<file path="src/rtl/cmpout_pkg.sv">
package cmpout_pkg;

  localparam int MODE_W = 3;

  typedef enum logic [MODE_W-1:0] {
    MD_SOFT    = 3'd0,
    MD_SET     = 3'd1,
    MD_TOG_CLR = 3'd2,
    MD_SET_CLR = 3'd3,
    MD_TOG     = 3'd4,
    MD_CLR     = 3'd5,
    MD_TOG_SET = 3'd6,
    MD_CLR_SET = 3'd7
  } mode_e;

  typedef enum logic [2:0] {
    ACT_HOLD = 3'd0,
    ACT_SET  = 3'd1,
    ACT_CLR  = 3'd2,
    ACT_TOG  = 3'd3,
    ACT_COPY = 3'd4
  } act_e;

endpackage

</file>
<file path="src/rtl/cmpout_rst_sync.sv">
module cmpout_rst_sync #(
  parameter int STAGES = 2
) (
  input  logic clk,
  input  logic rst_n,
  output logic rst_q_n
);
  localparam int LAST = STAGES - 1;

  logic [LAST:0] chain_q;

  always_ff @(posedge clk or negedge rst_n) begin
    if (!rst_n) chain_q <= '0;
    else        chain_q <= {chain_q[LAST-1:0], 1'b1};
  end

  assign rst_q_n = chain_q[LAST];
endmodule

</file>
<file path="src/rtl/cmpout_act_decode.sv">
module cmpout_act_decode
  import cmpout_pkg::*;
(
  input  mode_e mode,
  output act_e  own_act,
  output act_e  per_act
);
  always_comb begin
    own_act = ACT_HOLD;
    per_act = ACT_HOLD;
    unique case (mode)
      MD_SOFT:    begin own_act = ACT_HOLD; per_act = ACT_HOLD; end
      MD_SET:     begin own_act = ACT_SET;  per_act = ACT_HOLD; end
      MD_TOG_CLR: begin own_act = ACT_TOG;  per_act = ACT_CLR;  end
      MD_SET_CLR: begin own_act = ACT_SET;  per_act = ACT_CLR;  end
      MD_TOG:     begin own_act = ACT_TOG;  per_act = ACT_HOLD; end
      MD_CLR:     begin own_act = ACT_CLR;  per_act = ACT_HOLD; end
      MD_TOG_SET: begin own_act = ACT_TOG;  per_act = ACT_SET;  end
      MD_CLR_SET: begin own_act = ACT_CLR;  per_act = ACT_SET;  end
      default:    begin own_act = ACT_HOLD; per_act = ACT_HOLD; end
    endcase
  end
endmodule

</file>
<file path="src/rtl/cmpout_act_merge.sv">
module cmpout_act_merge
  import cmpout_pkg::*;
(
  input  mode_e mode,
  input  logic  eq_own,
  input  logic  eq_per,
  input  act_e  own_act,
  input  act_e  per_act,
  output act_e  act
);
  logic per_live;

  assign per_live = eq_per && (per_act != ACT_HOLD);

  always_comb begin
    if (mode == MD_SOFT)   act = ACT_COPY;
    else if (per_live)     act = per_act;
    else if (eq_own)       act = own_act;
    else                   act = ACT_HOLD;
  end
endmodule

</file>
<file path="src/rtl/cmpout_out_reg.sv">
module cmpout_out_reg
  import cmpout_pkg::*;
#(
  parameter logic CLR_LEVEL = 1'b0
) (
  input  logic clk,
  input  logic rst_n,
  input  logic clr,
  input  act_e act,
  input  logic soft_lvl,
  output logic pin_q
);
  logic pin_d;
  logic pin_en;

  always_comb begin
    pin_en = clr || (act != ACT_HOLD);
    pin_d  = pin_q;
    if (clr) pin_d = CLR_LEVEL;
    else begin
      unique case (act)
        ACT_SET:  pin_d = 1'b1;
        ACT_CLR:  pin_d = 1'b0;
        ACT_TOG:  pin_d = ~pin_q;
        ACT_COPY: pin_d = soft_lvl;
        default:  pin_d = pin_q;
      endcase
    end
  end

  always_ff @(posedge clk or negedge rst_n) begin
    if (!rst_n)      pin_q <= CLR_LEVEL;
    else if (pin_en) pin_q <= pin_d;
  end
endmodule

</file>
<file path="src/rtl/cmpout_wave_unit.sv">
module cmpout_wave_unit
  import cmpout_pkg::*;
#(
  parameter int   SYNC_STAGES = 2,
  parameter logic CLR_LEVEL   = 1'b0
) (
  input  logic       clk,
  input  logic       rst_n,
  input  logic       eq_own_i,
  input  logic       eq_per_i,
  input  logic [2:0] mode_i,
  input  logic       soft_out_i,
  input  logic       clr_i,
  output logic       wave_o
);
  logic  rst_q_n;
  mode_e mode;
  act_e  own_act;
  act_e  per_act;
  act_e  act;

  assign mode = mode_e'(mode_i);

  cmpout_rst_sync #(.STAGES(SYNC_STAGES)) u_rst (
    .clk(clk), .rst_n(rst_n), .rst_q_n(rst_q_n)
  );

  cmpout_act_decode u_dec (
    .mode(mode), .own_act(own_act), .per_act(per_act)
  );

  cmpout_act_merge u_mrg (
    .mode(mode), .eq_own(eq_own_i), .eq_per(eq_per_i),
    .own_act(own_act), .per_act(per_act), .act(act)
  );

  cmpout_out_reg #(.CLR_LEVEL(CLR_LEVEL)) u_reg (
    .clk(clk), .rst_n(rst_q_n), .clr(clr_i), .act(act),
    .soft_lvl(soft_out_i), .pin_q(wave_o)
  );
endmodule

</file>
<file path="config.mk">
export PLATFORM = sky130hd
export DESIGN_NAME = cmpout_wave_unit
export DESIGN_NICKNAME = d
export VERILOG_FILES = /design/src/rtl/cmpout_pkg.sv /design/src/rtl/cmpout_rst_sync.sv /design/src/rtl/cmpout_act_decode.sv /design/src/rtl/cmpout_act_merge.sv /design/src/rtl/cmpout_out_reg.sv /design/src/rtl/cmpout_wave_unit.sv
export SDC_FILE = /design/constraint.sdc
export NUM_CORES = 1
export LEC_CHECK = 0
export CAP_MARGIN = 20
export CORE_AREA = 2 2 39 41
export DETAILED_ROUTE_END_ITERATION = 12
export DIE_AREA = 0 0 41 43
export GPL_ROUTABILITY_DRIVEN = 0
export PLACE_DENSITY = 0.46
export SKIP_CTS_REPAIR_TIMING = 1
export SKIP_LAST_GASP = 1
export SLEW_MARGIN = 20
export SYNTH_ARGS = -nofsm -noshare
export SYNTH_HDL_FRONTEND = slang
export SYNTH_SLANG_ARGS = --single-unit
</file>
<file path="constraint.sdc">
create_clock -name clk -period 1.1 [get_ports clk]
set_clock_uncertainty 0.1 [all_clocks]
set_input_delay 0.275 -clock clk [delete_from_list [all_inputs] [get_ports clk]]
set_output_delay 0.275 -clock clk [all_outputs]
set_load 0.02 [all_outputs]
</file>
# After elaboration in Yosys (flattened, before gate mapping)
# Memories as Yosys holds them, arrays and structs flattened.
# Cells that the tools add are included.
# word_totals
register_bits	3
romBits	32
in_bits	9
output_inout_bits	1
word_cells	20
memories	1
# classes
eq_ne	4
mux	5
n_bitwise	1
n_reduce_logical	7
# mem_list
name	depth	width	read_ports	rd_clocked_by_memory_dff	write_ports	line_no	text
(name not given)	8	4	1	0	0	cmpout_act_decode.sv:11	unique case (mode)
# op_table
cell	n
2-to-1 mux 3 bit	3
== test 3 x 2 -> 1 bit (second input constant)	2
nonzero test 3 bit	2
nonzero test 5 bit	1
case mux 1 bit (4 select lines)	1
== test 3 x 1 -> 1 bit (second input constant)	1
== test 3 bit (second input constant)	1
logical NOT 3 bit	1
AND reduction 2 bit	1
logical AND 1 bit	1
logical OR 1 bit	1
2-to-1 mux 1 bit	1
inverter 1 bit	1

# Logic depth before layout (Yosys ltp)
# Gate-level depths: netlist of the first run.
# An unclocked memory read counts as a cell.
# logic_depth
word_depth	8
ltp_mapped	3
mapped_depth_nobuf	3

# By module
# Synthesis of the first run repeated with hierarchy kept, for this count alone.
# unflattened
hier_cells	30
hier_area_um2	247.7
# by_module_without_submodules
mod	n_inst	cells_each	area_per_inst_um2	seq_area_each_um2
cmpout_act_merge	1	10	77.6	0.0
cmpout_out_reg	1	8	61.3	25.0
cmpout_act_decode	1	9	55.1	0.0
cmpout_rst_sync	1	3	53.8	50.0

# Worst setup path after synthesis of the first run
# OpenSTA, ideal clock, no wires.
# synth_path
kind	register to register
start	reg u_reg.pin_q
end	reg u_reg.pin_q
setup_time_ns	0.123
arrival_ns	0.803
t_required_ns	0.877
path_slack_ns	0.074
stages_incl_launch_ff	4
path_buffers	0
synth_period_minus_slack_ns	1.026
cell_sequence	dfrtp_1 > inv_1 > a31oi_1 > o221a_1
# synth_via
elab_chain_cells	3
# synth_lines
item	line_no	text
start, declared	cmpout_out_reg.sv:11	output logic pin_q
start signal, assigned	cmpout_out_reg.sv:33	else if (pin_en) pin_q <= pin_d;
inverter 1 bit	cmpout_out_reg.sv:24	ACT_TOG: pin_d = ~pin_q;
case mux 1 bit (4 select lines)	cmpout_out_reg.sv:21	unique case (act)
2-to-1 mux 1 bit	cmpout_out_reg.sv:19	if (clr) pin_d = CLR_LEVEL;
# Every way passes these cells.
# A chain may end at the register's enable or synchronous reset.

# Final worst setup path of the first run
# layout_path
start	reg u_reg.pin_q
end	out wave_o
# layout_lines
item	line_no	text
end, declared	cmpout_wave_unit.sv:14	output logic wave_o
# No word-level cell between the ends.

==> metrics.md, run 1 <==
| Metric | Value |
|---|---|
| Mapped Cells | 18 |
| Ys Warns | 0 |
| Final std cells w/o fill | 50 |
| Synth cell types | 12 |
| Crit Reg-Reg Startpoint | u_reg.pin_q |
| I/O Buffers | 9 |
| Hold Crit Class | in2async |
| Synthesized Nets | 27 |
| Initial DRC Count | 1 |
| Final Max Slew Viols | 0 |
| Max_cap viols | 0 |
| PD cells | roughly 1200 nW/µm² |
| Post-Route M1 WL | 140 µm |
| Worst-case clock buffer depth | 2 |
| #FFs+latches synth | 3 |
| Static Leak | between 0.15 and 0.2 nW |
| Core area | 1380 µm² |
| Min cycle time layout | about 1100 ps |
| Worst path bufs/invs | 1 |
| Height of the die | between 40 and 50 µm |
| Worst Path Arrival | 760 ps |
| H-tree levels | 1 |
| Average wire per standard cell | just over 8 µm |
| Antenna Cells | 0 |
| GRT Util Overall | 0.0553 |
| Reg2Reg Depth | 4 |
| CTS tree | built |
| 1st-pass router iterations | 2 |
| VDD IR max | roughly 0.68 mV |
| Row cnt | 14 |
| Synth Cell Area | between 150 and 200 µm² |
| Startpoint Class | flip-flop |
| Via density | about 3.7 |
| Syn Area/Cell | slightly below 9 µm² |
| Max layer used | met3 |
| Critical path fanouts, max | 2 |
| Largest net degree at the start of global routing | 7 |
| NumNets Final | 44 |
| Yosys top cell by area | dfrtp_1 |
| Status | complete, but fails checks |
| Vias | 185 |
| Fin Hold WS | 110 ps |
| Layout cells sized above 1 | 0.265 |
| Final Cycle Share | 1.03 |
| Register area share after synthesis | 0.472 |
| DRC Markers | 0 |
| Root Buffer | clkbuf_4 |
| Failing checks | negative setup slack |
| Worst r2r dst | u_reg.pin_q |
| Top_reg_cell synth | dfrtp_1 |
| Worst Path Required | around 720 ps |
| Total length of routed met3 wires | 79 µm |
| Number of synthesized flops with an enable pin | 0 |
| Initial antenna violation count | 0 |
| First-pass GRT wire length | just under 600 µm |
| GRT overflow | 0 |
| Met2 wire len | 188 µm |
| Worst-Skew Late Latency | between 200 and 250 ps |
| Placed Cells | 45 |
| Top cells by instance count after synthesis | 3 x dfrtp_1, 3 x nand2_1, 2 x a21oi_1, 2 x nor2_1 |
| Worst-path clk slew | ~40 ps |
| Largest cells by area after synthesis | dfrtp_1 47%, nand2_1 7.1%, o221a_1 7.1%, a21oi_1 6.3%, and3b_1 5.5% |
| Final Setup Violations | 2 |
| Final total power | 390 µW |
| Maximum clock rate | about 900 MHz |
| Fraction of registers with async set/reset | 1.00 |
| CTS Sinks | 3 |
| Final wirelength | ~400 µm |
| Synth top area share | 0.472 |
| Worst Setup Path Type | reg2out |
| Setup slack, reg-to-reg | 0 ps |
| RSZ-0062 raised after global routing | true |
| Critical Path Slowest Stage Cell | dfrtp_1 |
| Vias in the first global route | 180 |
| Crit path max-delay family | flip-flops |
| CP Capture Type | output pin |
| Finished Core Util | 0.240 |
| Setup ws final | -34.7 ps |
| Starting density of the core | 0.115 |
| Top-level port count | 10 |
| Die footprint | approximately 1800 µm² |
| HPWL Detailed | around 320 µm |
| CP cell instances | buf_2 |
| Area grow syn2layout | 109% |
| Post-route ant nets | 0 |
| Num CTS Buffers | 3 |
| Crit path largest cell delay | 370 ps |
| Chip width | approximately 41 µm |
| Final Hold Viols | 0 |
-- per-stage QoR --
stage | TNS [ps] | setup slack [ps] | instance area, µm²
after floorplan | 0 | 74.4 | 159
after global placement | -630 | -430 | 284
after detailed placement | -665 | -465 | 284
after CTS | -697 | -460 | 310
after global routing | -107 | -58.1 | 332
final | -54.8 | -34.7 | 332
-- logic make-up (layout without fill, tap and decap cells) --
family,after synthesis,in the layout,synth area share
and+or+nand+nor,8,8,0.260
other,1,1,0.0236
AOI/OAI and AO/OA,5,5,0.221
buffers and inverters,1,17,0.0236
DFF,3,3,0.472
-- placed cells by master, fill, tap and decap left out, drive strengths merged --
| cell | count |
|---|---|
| a21oi | 2 |
| a22oi | 1 |
| a31oi | 1 |
| and3b | 1 |
| buf | 3 |
| clkbuf | 4 |
| clkdlybuf4s50 | 4 |
| conb | 1 |
| dfrtp | 3 |
| dlygate4sd3 | 1 |
| dlymetal6s2s | 4 |
| inv | 1 |
| nand2 | 3 |
| nor2 | 2 |
| o221a | 1 |
| or2 | 1 |
| or2b | 1 |
-- routing by layer --
| metal | vias to the layer above | GRT usage |
|---|---|---|
| li1 | 93 | - |
| met1 | 82 | 0.0387 |
| met2 | 10 | 0.0844 |
| met3 | 0 | 0.0681 |
| met4 | 0 | 0.0200 |
| met5 | - | 0 |
-- cell type report --
type	count	area (µm²)
fill	158	1050
timing repair buffer	12	120
multi-input combinational	14	86.3
sequential	3	75.1
clock buffer	4	26.3
tap	16	20.0
inverter	1	3.75
-- registers in the layout, summed over array words and instances, names as in the netlist --
register       cells
u_reg.pin_q        1
u_rst.chain_q      2
-- power by group --
part | internal [mW] | leakage (nW) | switching [mW] | total, mW
Clock | 0.136 | 0.0150 | 0.0524 | 0.188
Sequential | 0.119 | 0.0361 | 0.00284 | 0.121
Combinational | 0.0486 | 0.124 | 0.0318 | 0.0804
Total | 0.303 | 0.175 | 0.0870 | 0.390
-- worst max-delay path by stage --
| stage | from | depth (start not counted) | slack [ps] | end |
|---|---|---|---|---|
| 2_1_floorplan | u_reg.pin_q | 3 | 70 | u_reg.pin_q |
| 3_3_place_gp | mode_i[2] | 4 | -430 | u_reg.pin_q |
| 3_5_place_dp | mode_i[2] | 4 | -460 | u_reg.pin_q |
| 4_1_cts | u_reg.pin_q | 1 | -460 | wave_o |
| 5_1_grt | u_reg.pin_q | 1 | -60 | wave_o |
| 6_report | u_reg.pin_q | 1 | -30 | wave_o |
(Power assumes the default switching activity.)
==> inputs of run 2 (changes only) <==
- PLACE_DENSITY: 0.46 -> unset
==> metrics.md, run 2 (same netlist as run 1, synthesis figures left out) <==
| Metric | Value |
|---|---|
| Status | complete, but fails checks |
| Failing checks | negative setup slack |
| Met3 capacity usage during global routing | 0.0471 (-0.0209) |
| VDD IR max | 0.451 mV (-33%) |
| Worst-case clock buffer depth | 2 (unchanged) |
| Final Max Slew Viols | 0 (unchanged) |
| Largest net degree at the start of global routing | 7 (unchanged) |
| Multi-input logic area | 80.1 µm² (-7.2%) |
| Largest registers | u_rst.chain_q x2, u_reg.pin_q x1 |
| Layout cells sized above 1 | 0.176 (-0.0882) |
| GRT Util Overall | 0.0585 (+0.00319) |
| Final std cells w/o fill | 50 (unchanged) |
| # fillers | 151 (-4.4%) |
| Finished Core Util | 0.241 (+0.00181) |
| Setup slack, reg-to-reg | 80 ps (+80 ps) |
| Hold Crit Class | in2async |
| Min cycle time layout | 1140 ps (+7.94 ps) |
| CP cell instances | buf_6 |
| Num CTS Buffers | 3 (unchanged) |
| Average wire per standard cell | 7.88 µm (-3.4%) |
| Top-level port count | 10 (unchanged) |
| Met1 Use GR | 0.0521 (+0.0134) |
| Startpoint Class | flip-flop |
| PD cells | 1180 nW/µm² (+0.63%) |
| Critical Path Slowest Stage Cell | dfrtp_1 |
| Crit path max-delay family | flip-flops |
| Vias | 187 (+1.1%) |
| DRC Markers | 0 (unchanged) |
| Worst-path clk slew | 40 ps (about the same) |
| Biggest register | u_rst.chain_q |
| Antenna Cells | 0 (unchanged) |
| Global routing's busiest layer | met2 |
| 1st-pass router iterations | 1 (-1) |
| Worst Path Arrival | 770 ps (about the same) |
| Commonest non-fill, non-tap cells in the layout | 5 x dlymetal6s2s_1, 3 x nand2_1, 3 x clkbuf_4, 3 x clkdlybuf4s50_1, 3 x dfrtp_1 |
| Area occupied by registers | 75.1 µm² (unchanged) |
| Met2 Resource Use GR | 0.0750 (-0.00938) |
| Chip width | 41 µm (unchanged) |
| GRT overflow | 0 (unchanged) |
| Crit path largest cell delay | 390 ps (+20 ps) |
| Area grow syn2layout | 110% |
| Placed Cells | 45 (unchanged) |
| Critical path fanouts, max | 3 (+1) |
| Max_cap viols | 0 (unchanged) |
| Final wirelength | 394 µm (-3.4%) |
| Max FFs per register | 2 (unchanged) |
| I/O Buffers | 9 (unchanged) |
| Row cnt | 14 (unchanged) |
| Worst path bufs/invs | 1 (unchanged) |
| Initial antenna violation count | 0 (unchanged) |
| Worst r2r dst | u_reg.pin_q |
| Vias in the first global route | 169 (-6.1%) |
| Height of the die | 43 µm (unchanged) |
| CTS tree | built |
| RSZ-0062 raised after global routing | true |
| HPWL Detailed | 282 µm (-13%) |
| Worst Setup Path Type | reg2out |
| Post-route ant nets | 0 (unchanged) |
| CTS Sinks | 3 (unchanged) |
| Worst-Skew Late Latency | 230 ps (about the same) |
| Static Leak | 0.186 nW (+6.1%) |
| Final Cycle Share | 1.04 (+0.00722) |
| Crit Reg-Reg Startpoint | u_reg.pin_q |
| Core area | 1380 µm² (unchanged) |
| Setup ws final | -42.6 ps (-7.94 ps) |
| Worst Path Required | 720 ps (about the same) |
| CP Capture Type | output pin |
| Die footprint | 1760 µm² (unchanged) |
| Root Buffer | clkbuf_4 |
| First-pass GRT wire length | 607 µm (+2.4%) |
| Commonest non-fill, non-tap cell in the layout | dlymetal6s2s_1 |
| Maximum clock rate | 875 MHz (-0.69%) |
| Final Setup Violations | 1 (-1) |
| Initial DRC Count | 0 (-1) |
| Starting density of the core | 0.115 (unchanged) |
| Via density | 3.74 (+1.1%) |
| DP Worst Slack | -449 ps (+16.1 ps) |
| Reg2Reg Depth | 3 (-1) |
| Final Hold Viols | 0 (unchanged) |
| NumNets Final | 44 (unchanged) |
| H-tree levels | 1 (unchanged) |
==> run 2: where the power goes <==
group	internal, mW	switching (mW)	total (mW)
sequential	0.118	0.00415	0.123
combinational	0.0488	0.0278	0.0766
clock	0.136	0.0598	0.196
total	0.303	0.0917	0.395
==> run 2: worst max-delay path by stage <==
stage,start,cells after the start,slack (ps),to
2_1_floorplan,u_reg.pin_q,3,70,u_reg.pin_q
3_3_place_gp,mode_i[2],4,-430,u_reg.pin_q
3_5_place_dp,mode_i[2],4,-450,u_reg.pin_q
4_1_cts,u_reg.pin_q,1,-500,wave_o
5_1_grt,u_reg.pin_q,1,-90,wave_o
6_report,u_reg.pin_q,1,-40,wave_o
==> run 2: per-stage QoR <==
step           total power, mW  hold WS [ps]  TNS (ps)  instance area [µm²]
3_5_place_dp             0.200          -100      -677                  284
6_report                 0.395           106     -42.6                  334
3_3_place_gp             0.199         -95.8      -657                  284
5_1_grt                  0.431           106     -92.3                  334
4_1_cts                  0.414         -99.0      -703                  310
2_1_floorplan            0.149          -121         0                  159
==> run 2: cell type report <==
| class | count | area share |
|---|---|---|
| clock buffers | 4 | 0.0787 |
| inverters | 1 | 0.0112 |
| multi-input cells | 14 | 0.240 |
| flip-flops and latches | 3 | 0.225 |
| well taps | 16 | 0.0599 |
| repair buffers | 12 | 0.386 |
==> run 2: metal layers <==
layer  wire [µm]  up-vias
met5           0        -
met4           0        0
met3          55        0
met2         186        8
met1         152       86
li1            -       93
